[src/rtl/statlink_pkg.sv]
package statlink_pkg;
    typedef enum logic [1:0] {
        TX_IDLE,
        TX_START,
        TX_DATA,
        TX_STOP
    } tx_state_e;

    typedef enum logic [2:0] {
        RX_IDLE,
        RX_START,
        RX_DATA,
        RX_STOP,
        RX_BREAK
    } rx_state_e;
endpackage

[src/rtl/statlink_tick.sv]
module statlink_tick #(
    parameter int TICK_DIV = 1628
) (
    input  logic clk,
    input  logic rst_n,
    output logic tick
);
    localparam int DIV_W = $clog2(TICK_DIV + 1);
    localparam logic [DIV_W-1:0] DIV_LAST = DIV_W'(TICK_DIV - 1);

    logic [DIV_W-1:0] cnt_q;

    always_ff @(posedge clk or negedge rst_n) begin
        if (!rst_n) begin
            cnt_q <= '0;
        end else if (cnt_q == DIV_LAST) begin
            cnt_q <= '0;
        end else begin
            cnt_q <= cnt_q + DIV_W'(1);
        end
    end

    assign tick = (cnt_q == DIV_LAST);

    generate
        if (TICK_DIV > 1) begin : g_gap_chk
            assert_tick_gap_R2: assert property (@(posedge clk) disable iff (!rst_n)
                tick |=> !tick);
        end
    endgenerate
endmodule

[src/rtl/statlink_tx.sv]
module statlink_tx
    import statlink_pkg::*;
#(
    parameter int DATA_BITS = 7,
    parameter int OSR       = 16
) (
    input  logic                 clk,
    input  logic                 rst_n,
    input  logic                 tick,
    input  logic [DATA_BITS-1:0] status_in,
    output logic                 tx_line,
    output logic [DATA_BITS-1:0] snap_out
);
    localparam int SUB_W = $clog2(OSR);
    localparam int IDX_W = $clog2(DATA_BITS);
    localparam logic [SUB_W-1:0] SUB_LAST = SUB_W'(OSR - 1);
    localparam logic [IDX_W-1:0] IDX_LAST = IDX_W'(DATA_BITS - 1);

    tx_state_e            state_q, state_d;
    logic [SUB_W-1:0]     sub_q;
    logic [IDX_W-1:0]     idx_q;
    logic [DATA_BITS-1:0] snap_q;

    // state register
    always_ff @(posedge clk or negedge rst_n) begin
        if (!rst_n) state_q <= TX_IDLE;
        else        state_q <= state_d;
    end

    // next state
    always_comb begin
        state_d = state_q;
        if (tick) begin
            unique case (state_q)
                TX_IDLE:  state_d = TX_START;
                TX_START: if (sub_q == SUB_LAST) state_d = TX_DATA;
                TX_DATA:  if (sub_q == SUB_LAST && idx_q == IDX_LAST) state_d = TX_STOP;
                TX_STOP:  if (sub_q == SUB_LAST) state_d = TX_START;
                default:  state_d = TX_IDLE;
            endcase
        end
    end

    // counters and snapshot
    always_ff @(posedge clk or negedge rst_n) begin
        if (!rst_n) begin
            sub_q  <= '0;
            idx_q  <= '0;
            snap_q <= '0;
        end else if (tick) begin
            unique case (state_q)
                TX_IDLE: begin
                    snap_q <= status_in;
                    sub_q  <= '0;
                end
                TX_START: begin
                    idx_q <= '0;
                    sub_q <= (sub_q == SUB_LAST) ? '0 : sub_q + SUB_W'(1);
                end
                TX_DATA: begin
                    sub_q <= (sub_q == SUB_LAST) ? '0 : sub_q + SUB_W'(1);
                    if (sub_q == SUB_LAST && idx_q != IDX_LAST)
                        idx_q <= idx_q + IDX_W'(1);
                end
                TX_STOP: begin
                    sub_q <= (sub_q == SUB_LAST) ? '0 : sub_q + SUB_W'(1);
                    if (sub_q == SUB_LAST)
                        snap_q <= status_in;
                end
                default: sub_q <= '0;
            endcase
        end
    end

    // line output
    always_comb begin
        unique case (state_q)
            TX_IDLE:  tx_line = 1'b1;
            TX_START: tx_line = 1'b0;
            TX_DATA:  tx_line = snap_q[idx_q];
            TX_STOP:  tx_line = 1'b1;
            default:  tx_line = 1'b1;
        endcase
    end

    assign snap_out = snap_q;

    assert_snap_hold_R3: assert property (@(posedge clk) disable iff (!rst_n)
        !$stable(snap_q) |-> ($past(state_q) == TX_STOP || $past(state_q) == TX_IDLE));
    assert_idx_range_R2: assert property (@(posedge clk) disable iff (!rst_n)
        idx_q <= IDX_LAST);
    assert_stop_to_start_R3: assert property (@(posedge clk) disable iff (!rst_n)
        ($past(state_q) == TX_STOP && state_q != TX_STOP) |-> state_q == TX_START);
endmodule

[src/rtl/statlink_rx.sv]
module statlink_rx
    import statlink_pkg::*;
#(
    parameter int DATA_BITS = 7,
    parameter int OSR       = 16
) (
    input  logic                 clk,
    input  logic                 rst_n,
    input  logic                 tick,
    input  logic                 rx_line,
    output logic [DATA_BITS-1:0] hold_out
);
    localparam int SUB_W = $clog2(OSR);
    localparam int IDX_W = $clog2(DATA_BITS);
    localparam logic [SUB_W-1:0] SUB_LAST = SUB_W'(OSR - 1);
    localparam logic [SUB_W-1:0] SUB_HALF = SUB_W'(OSR / 2 - 1);
    localparam logic [IDX_W-1:0] IDX_LAST = IDX_W'(DATA_BITS - 1);

    rx_state_e            state_q, state_d;
    logic                 meta_q, line_s;
    logic [SUB_W-1:0]     sub_q;
    logic [IDX_W-1:0]     idx_q;
    logic [DATA_BITS-1:0] shift_q;
    logic [DATA_BITS-1:0] hold_q;

    // two-flop synchroniser, idles high
    always_ff @(posedge clk or negedge rst_n) begin
        if (!rst_n) begin
            meta_q <= 1'b1;
            line_s <= 1'b1;
        end else begin
            meta_q <= rx_line;
            line_s <= meta_q;
        end
    end

    // state register
    always_ff @(posedge clk or negedge rst_n) begin
        if (!rst_n) state_q <= RX_IDLE;
        else        state_q <= state_d;
    end

    // next state
    always_comb begin
        state_d = state_q;
        if (tick) begin
            unique case (state_q)
                RX_IDLE:  if (!line_s) state_d = RX_START;
                RX_START: if (sub_q == SUB_HALF) state_d = line_s ? RX_IDLE : RX_DATA;
                RX_DATA:  if (sub_q == SUB_LAST && idx_q == IDX_LAST) state_d = RX_STOP;
                RX_STOP:  if (sub_q == SUB_LAST) state_d = line_s ? RX_IDLE : RX_BREAK;
                RX_BREAK: if (line_s) state_d = RX_IDLE;
                default:  state_d = RX_IDLE;
            endcase
        end
    end

    // sampling datapath
    always_ff @(posedge clk or negedge rst_n) begin
        if (!rst_n) begin
            sub_q   <= '0;
            idx_q   <= '0;
            shift_q <= '0;
            hold_q  <= '0;
        end else if (tick) begin
            unique case (state_q)
                RX_IDLE: sub_q <= '0;
                RX_START: begin
                    idx_q <= '0;
                    sub_q <= (sub_q == SUB_HALF) ? '0 : sub_q + SUB_W'(1);
                end
                RX_DATA: begin
                    if (sub_q == SUB_LAST) begin
                        sub_q          <= '0;
                        shift_q[idx_q] <= line_s;
                        if (idx_q != IDX_LAST) idx_q <= idx_q + IDX_W'(1);
                    end else begin
                        sub_q <= sub_q + SUB_W'(1);
                    end
                end
                RX_STOP: begin
                    if (sub_q == SUB_LAST) begin
                        sub_q <= '0;
                        if (line_s) hold_q <= shift_q;
                    end else begin
                        sub_q <= sub_q + SUB_W'(1);
                    end
                end
                RX_BREAK: sub_q <= '0;
                default:  sub_q <= '0;
            endcase
        end
    end

    assign hold_out = hold_q;

    assert_commit_only_good_stop_R6: assert property (@(posedge clk) disable iff (!rst_n)
        !$stable(hold_q) |-> ($past(state_q) == RX_STOP && $past(line_s)));
    assert_start_confirmed_R7: assert property (@(posedge clk) disable iff (!rst_n)
        (state_q == RX_DATA && $past(state_q) == RX_START) |-> !$past(line_s));
    assert_break_exit_R6: assert property (@(posedge clk) disable iff (!rst_n)
        ($past(state_q) == RX_BREAK && state_q != RX_BREAK) |-> $past(line_s));
endmodule

[src/rtl/statlink_xcvr.sv]
module statlink_xcvr #(
    parameter int CLK_HZ    = 250_000_000,
    parameter int BAUD      = 9600,
    parameter int OSR       = 16,
    parameter int DATA_BITS = 7,
    parameter int TICK_DIV  = CLK_HZ / (BAUD * OSR)
) (
    input  logic                       clk,
    input  logic                       rst_n,
    input  logic [DATA_BITS-1:0]       status_in,
    input  logic                       rx_line,
    input  logic                       rd_en,
    output logic                       tx_line,
    output logic [2*(DATA_BITS+1)-1:0] rd_data
);
    localparam int WORD_W = 2 * (DATA_BITS + 1);

    logic                 tick;
    logic [DATA_BITS-1:0] tx_snap;
    logic [DATA_BITS-1:0] rx_hold;
    logic [WORD_W-1:0]    rd_q;

    statlink_tick #(.TICK_DIV(TICK_DIV)) u_tick (
        .clk   (clk),
        .rst_n (rst_n),
        .tick  (tick)
    );

    statlink_tx #(.DATA_BITS(DATA_BITS), .OSR(OSR)) u_tx (
        .clk       (clk),
        .rst_n     (rst_n),
        .tick      (tick),
        .status_in (status_in),
        .tx_line   (tx_line),
        .snap_out  (tx_snap)
    );

    statlink_rx #(.DATA_BITS(DATA_BITS), .OSR(OSR)) u_rx (
        .clk      (clk),
        .rst_n    (rst_n),
        .tick     (tick),
        .rx_line  (rx_line),
        .hold_out (rx_hold)
    );

    // read register: received flags low, sent flags high, pad bits zero
    always_ff @(posedge clk or negedge rst_n) begin
        if (!rst_n)     rd_q <= '0;
        else if (rd_en) rd_q <= {1'b0, tx_snap, 1'b0, rx_hold};
    end

    assign rd_data = rd_q;

    assert_pad_zero_R4: assert property (@(posedge clk) disable iff (!rst_n)
        (rd_data[DATA_BITS] == 1'b0 && rd_data[WORD_W-1] == 1'b0));
    assert_read_hold_R8: assert property (@(posedge clk) disable iff (!rst_n)
        !$past(rd_en) |-> $stable(rd_data));
endmodule

[config.mk]
export PLATFORM = sky130hd
export DESIGN_NAME = statlink_xcvr
export DESIGN_NICKNAME = d
export VERILOG_FILES = /design/src/rtl/statlink_pkg.sv /design/src/rtl/statlink_tick.sv /design/src/rtl/statlink_tx.sv /design/src/rtl/statlink_rx.sv /design/src/rtl/statlink_xcvr.sv
export SDC_FILE = /design/constraint.sdc
export NUM_CORES = 1
export LEC_CHECK = 0
export CAP_MARGIN = 20
export CORE_UTILIZATION = 35
export DETAILED_ROUTE_END_ITERATION = 7
export DONT_BUFFER_PORTS = 1
export PLACE_DENSITY = 0.55
export RECOVER_POWER = 50
export SETUP_SLACK_MARGIN = 0.4
export SYNTH_ARGS = -nofsm -noshare
export SYNTH_HDL_FRONTEND = slang
export SYNTH_HIERARCHICAL = 1
export SYNTH_SLANG_ARGS = --single-unit
[constraint.sdc]
create_clock -name clk -period 3.1 [get_ports clk]
set_clock_uncertainty 0.1 [all_clocks]
set_input_delay 0 -clock clk [delete_from_list [all_inputs] [get_ports clk]]
set_output_delay 0 -clock clk [all_outputs]
set_load 0.03 [all_outputs]
=== Word-level counts from Yosys, hierarchy flattened ===
Index checks and enable logic that the tools add are counted.

* Add/sub/neg operators: 5
* Order comparisons: 3
* Eq/ne operators: 26
* Multiplexer cells: 31
* Reduce and logical (&&, ||, !) cells: 19

{| class="wikitable"
|+ Operators with widths
! cell !! number
|-
| $mux W3 || 9
|-
| $ne A2 B1 Y1 const B || 10
|-
| $pmux W4 S2 || 2
|-
| $pmux W3 S5 || 1
|-
| $pmux W7 S2 || 1
|-
| $mux W4 || 3
|-
| $pmux W3 S2 || 2
|-
| $reduce_and A4 Y1 || 3
|-
| $add A11 B1 Y11 const B || 1
|-
| $eq A11 B11 Y1 const B || 1
|-
| $mux W11 || 1
|-
| $eq A3 B3 Y1 const B || 3
|-
| $reduce_and A3 Y1 || 3
|-
| $add A4 B1 Y4 const B || 2
|-
| $eq A4 B4 Y1 const B || 2
|-
| $lt A3 B4 Y1 const B || 2
|-
| $mux W2 || 4
|-
| $pmux W2 S4 || 1
|-
| $bwmux W7 || 1
|-
| $mux W7 || 1
|-
| $add A3 B1 Y3 const B || 2
|-
| $eq A3 B2 Y1 const B || 2
|-
| $ne A3 B3 Y1 const B || 2
|-
| $reduce_and A6 Y1 || 1
|-
| 16 further kinds || 24
|}

* Register bits: 67
* Bits of input ports: 11
* Output and inout port bits: 17
* Logic and storage cells: 97

=== Longest topological paths before layout ===
* Word-level depth: 5
* Gate-level depth with buffers: 9
* Gate-level depth less buffers: 8

=== By module ===
Netlist, hierarchy kept.

{| class="wikitable"
|+ Modules (own cells, without submodules)
! module !! times used !! cells an instance !! area an instance (µm²) !! seq. area each (µm²)
|-
| statlink_rx || 1 || 121 || 1425.1 || 653.1
|-
| statlink_tx || 1 || 83 || 904.6 || 400.4
|-
| statlink_xcvr || 1 || 32 || 538.0 || 350.3
|-
| statlink_tick || 1 || 49 || 526.8 || 275.3
|}

=== Least setup slack after synthesis ===
OpenSTA, ideal clock, no wires.

* Path type: register to register
* Start point: register u_tick.cnt_q[2]
* End point: register u_rx.hold_q[0] (netlist: u_rx/hold_out[0])
* Setup time: 0.125 ns
* Arrival: 2.629 ns
* Data required time: 2.875 ns
* Slack: 0.246 ns
* Cell stages (with the launch flop): 8
* Path buffers: 2
* Period minus slack after synthesis: 2.854 ns
* Cells stage by stage: dfrtp_1 -> or4b_4 -> nor4_4 -> and4_4 -> buf_6 -> and3_4 -> buf_6 -> mux2_4

* Cells in the longest elaborated chain, start to end: 2

{| class="wikitable"
|+ RTL lines
! item !! line !! source
|-
| start, declared || statlink_tick.sv:11 || <nowiki>logic [DIV_W-1:0] cnt_q;</nowiki>
|-
| start signal, assigned || statlink_tick.sv:19 || <nowiki>cnt_q <= cnt_q + DIV_W'(1);</nowiki>
|-
| $eq A11 B11 Y1 || statlink_tick.sv:23 || <nowiki>assign tick = (cnt_q == DIV_LAST);</nowiki>
|-
| net tick || statlink_xcvr.sv:18 || <nowiki>logic tick;</nowiki>
|-
| $reduce_and A4 Y1 (no line) || n/a ||
|-
| end signal, assigned || statlink_rx.sv:84 || <nowiki>if (line_s) hold_q <= shift_q;</nowiki>
|-
| end, declared || statlink_rx.sv:24 || <nowiki>logic [DATA_BITS-1:0] hold_q;</nowiki>
|}

The timed path passes the listed nets, and every way through them passes these cells.
A chain may end at the register's enable or synchronous reset.

=== Worst setup path after layout ===
* Start point: register u_tick.cnt_q[2]
* End point: register u_rx.hold_q[6] (netlist: u_rx/hold_out[6])

Same word-level chain as after synthesis.

==> impl_metrics.yaml <==
status:
  status: "complete, but fails checks"
  violations: "max-capacitance violations, max-slew violations"
critical_path:
  worstSetupStartpointType: "flop"
  cpPeakStageDelay_ns: 0.52
  worst-endpoint-arrival_ns: 2.67
  cp_slowest_cell: "or4b_4"
  critical_path.max_fanout: 31
  end_kind: "flop"
  cp_cell_sequence: "or4b_4, nor4_4, buf_6, and4_4, and3_4, mux2_4"
  reg2reg_depth: 6
  worstSetupPathType: "reg2reg"
  worstPathRequired_ns: 3.23
placement:
  dp_hpwl_um: 4040
  dp_slack_ns: 0.400
  portBuffers: 0
  dp_cells: 401
  place_congestion: 0.795
clocking:
  clock-sinks: 67
  clk_pin_slew_ns: 0.07
  clkLatencyLatePin_ns: 0.35
  cts-root-buf: "clkbuf_8"
  cts_tree: "built"
  cts_buffer_depth: 2
  cts_buffers: 9
  htreeDepth: 3
synth:
  synth-async-reset-ratio_pct: 100
  ys_types: 57
  ys_seq_area_share_pct: 49.5
  syn_inst: 285
  synth-seq-cells: 67
  syn_area_per_cell_um2: 11.9
  synth_edf_count: 0
  netlist_area_um2: 3390
  yosysWarnings: 6
  synth-main-ff-cell: "dfrtp_1"
floorplanning:
  initial_utilization_pct: 36.4
  pin_count: 28
  die-area_um2: 10100
  die_w_um: 100
  fp.coreArea_um2: 9330
  die_h_um: 100
  num_rows: 35
grt:
  grt_max_degree: 68
  grt_pass1_wl_um: 10700
  antenna_found_initial: 0
  grt-ovfl-total: 0
  grt_usage_pct: 13.8
  grt_pass1_vias: 2143
drt:
  drt_first_pass_iters: 4
  vias: 2150
  viasPerCell: 5.02
  drc: 0
  routed_wl_um: 6240
  detail-route-antenna-nets: 0
  initialDrtViolationCount: 94
  wl_per_cell_um: 14.6
power_and_ir_drop:
  clockPowerShare_pct: 46.5
  power_switching_mw: 0.357
  leakagePower_nw: 1.75
  combPwrFrac_pct: 2.2
  power_density_nw_per_um2: 451
  p_int_mw: 1.36
  pwr-share-seq_pct: 51.3
  irDropWorstVdd_v: 0.000221
  p_sw_share_pct: 20.9
layout:
  final_cell_mix: "dfrtp_1, mux2_2, nand2_1"
  finalNonFillerCells: 428
  areaGrowthSynthToFinish_pct: 12.0
  drive_gt1_share_pct: 22.4
  diodes: 0
  final_core_util_pct: 40.8
  fin_nets: 319
  final_common_cell: "dfrtp_1"
sta:
  finalCritPeriodShare_pct: 82.1
  slew_headroom_pct: -8.37
  fmax_ghz: 0.393
  postLayoutSetupSlackWorst_ns: 0.554
  finalHoldViolations: 0
  rsz0062_at_grt: "no"
  drv_slew: 68
  tightest_slew_ns: 1.63
  whs_ns: 0.0928
  setup_viol: 0
  totalNegativeSetupSlack_ns: 0
  min_period_ns: 2.55
worst_hold_path:
  worstHoldPathCells: 1
  hold_class: "in2reg"
run:
  max-cap-violations: 1
## critical path, delay by kind of cell (launching register included)
family / cells / cell delay (ns)
buf+inv: 1 / 0.27
flops: 1 / 0.46
mux: 1 / 0.31
simple gates: 4 / 1.29
## cells by family (layout without fill, tap and decap cells)
logic type      after synthesis  count (layout)  synth area share (%)
fa+ha+maj                    13              13                  4.79
other cells                   1               2                 0.110
buf+inv                      24              37                  4.20
simple gates                 89              89                  16.0
xor+xnor                      8               8                  2.06
flops                        67              67                  49.5
compound gates               40              40                  8.59
mux                          43              43                  14.8
## worst paths after layout
path	slack, ns	startpoint	endpoint
worst min register to register	0.26	u_rx/meta_q	u_rx/line_s
worst max-delay path	0.55	u_tick/cnt_q[2]	u_rx/hold_out[6]
worst min-delay path	0.09	rx_line	u_rx/meta_q
worst max register to register	0.55	u_tick/cnt_q[2]	u_rx/hold_out[6]
min in group asynchronous	0.50	rst_n	u_tx/state_q[1]
max in group asynchronous	1.41	rst_n	u_tick/cnt_q[1]
## state kept, by name, summed over array words and instances, names as in the netlist, 2 cells and up
register	flops
u_tx/snap_out	7
u_tx/sub_q	4
u_rx/hold_out	7
u_tick/cnt_q	11
rd_data	14
u_rx/shift_q	7
u_rx/idx_q	3
u_tx/state_q	2
u_tx/idx_q	3
u_rx/state_q	3
u_rx/sub_q	4
## layer usage
| layer | share of wire [%] | up-vias | GRT usage [%] |
|---|---|---|---|
| li1 | - | 1048 | - |
| met1 | 51 | 1072 | 19.5 |
| met2 | 45 | 23 | 19.9 |
| met3 | 3.0 | 7 | 3.33 |
| met4 | 1.3 | 0 | 6.35 |
| met5 | 0 | - | 0 |
## power groups by stage
stage | Combinational [mW] | Clock [mW] | Sequential [mW]
2_1_floorplan | 0.0136 | 0 | 0.894
3_3_place_gp | 0.00743 | 0 | 0.896
3_5_place_dp | 0.00748 | 0 | 0.896
4_1_cts | 0.0444 | 0.830 | 0.878
5_1_grt | 0.0434 | 0.865 | 0.879
6_report | 0.0379 | 0.797 | 0.879
## cell usage after synthesis, drive strengths merged (3+ instances only)
master | number | share of area [%]
dfrtp | 65 | 48
mux2 | 37 | 13
nand2 | 19 | 2.1
nor2 | 14 | 1.5
buf | 13 | 3.0
ha | 13 | 4.8
nand4 | 11 | 2.0
nand3 | 10 | 1.6
inv | 9 | 1.0
o21ai | 9 | 1.3
a21oi | 7 | 1.0
nor2b | 7 | 1.3
mux2i | 6 | 1.8
xor2 | 6 | 1.5
and3 | 5 | 1.1
a21o | 3 | 0.66
nand3b | 3 | 0.66
nor3 | 3 | 0.44
nor4 | 3 | 1.4
o31ai | 3 | 0.66
## through the flow
step | instance area (um2) | power, mW
2_1_floorplan | 3400 | 0.907
3_3_place_gp | 3460 | 0.903
3_5_place_dp | 3460 | 0.903
4_1_cts | 3800 | 1.75
5_1_grt | 3800 | 1.79
6_report | 3800 | 1.71
## repair_timing
item	CTS	global route
hold endpoints to repair	89	0
endpoints found under the setup margin	5	15
hold buffers	11	0
resized for setup	0	1
setup buffers	0	1
pin swaps	1	1
## cell type report
cell class                 instances  area (um2)
inverter                           9        33.8
clock inverter                     5        77.6
multi-input combinational        195        1580
fill                             876        5530
sequential                        67        1680
tap                              129         161
timing repair buffer              13         136
clock buffer                      10         138
Power figures use the tool's default switching activity.
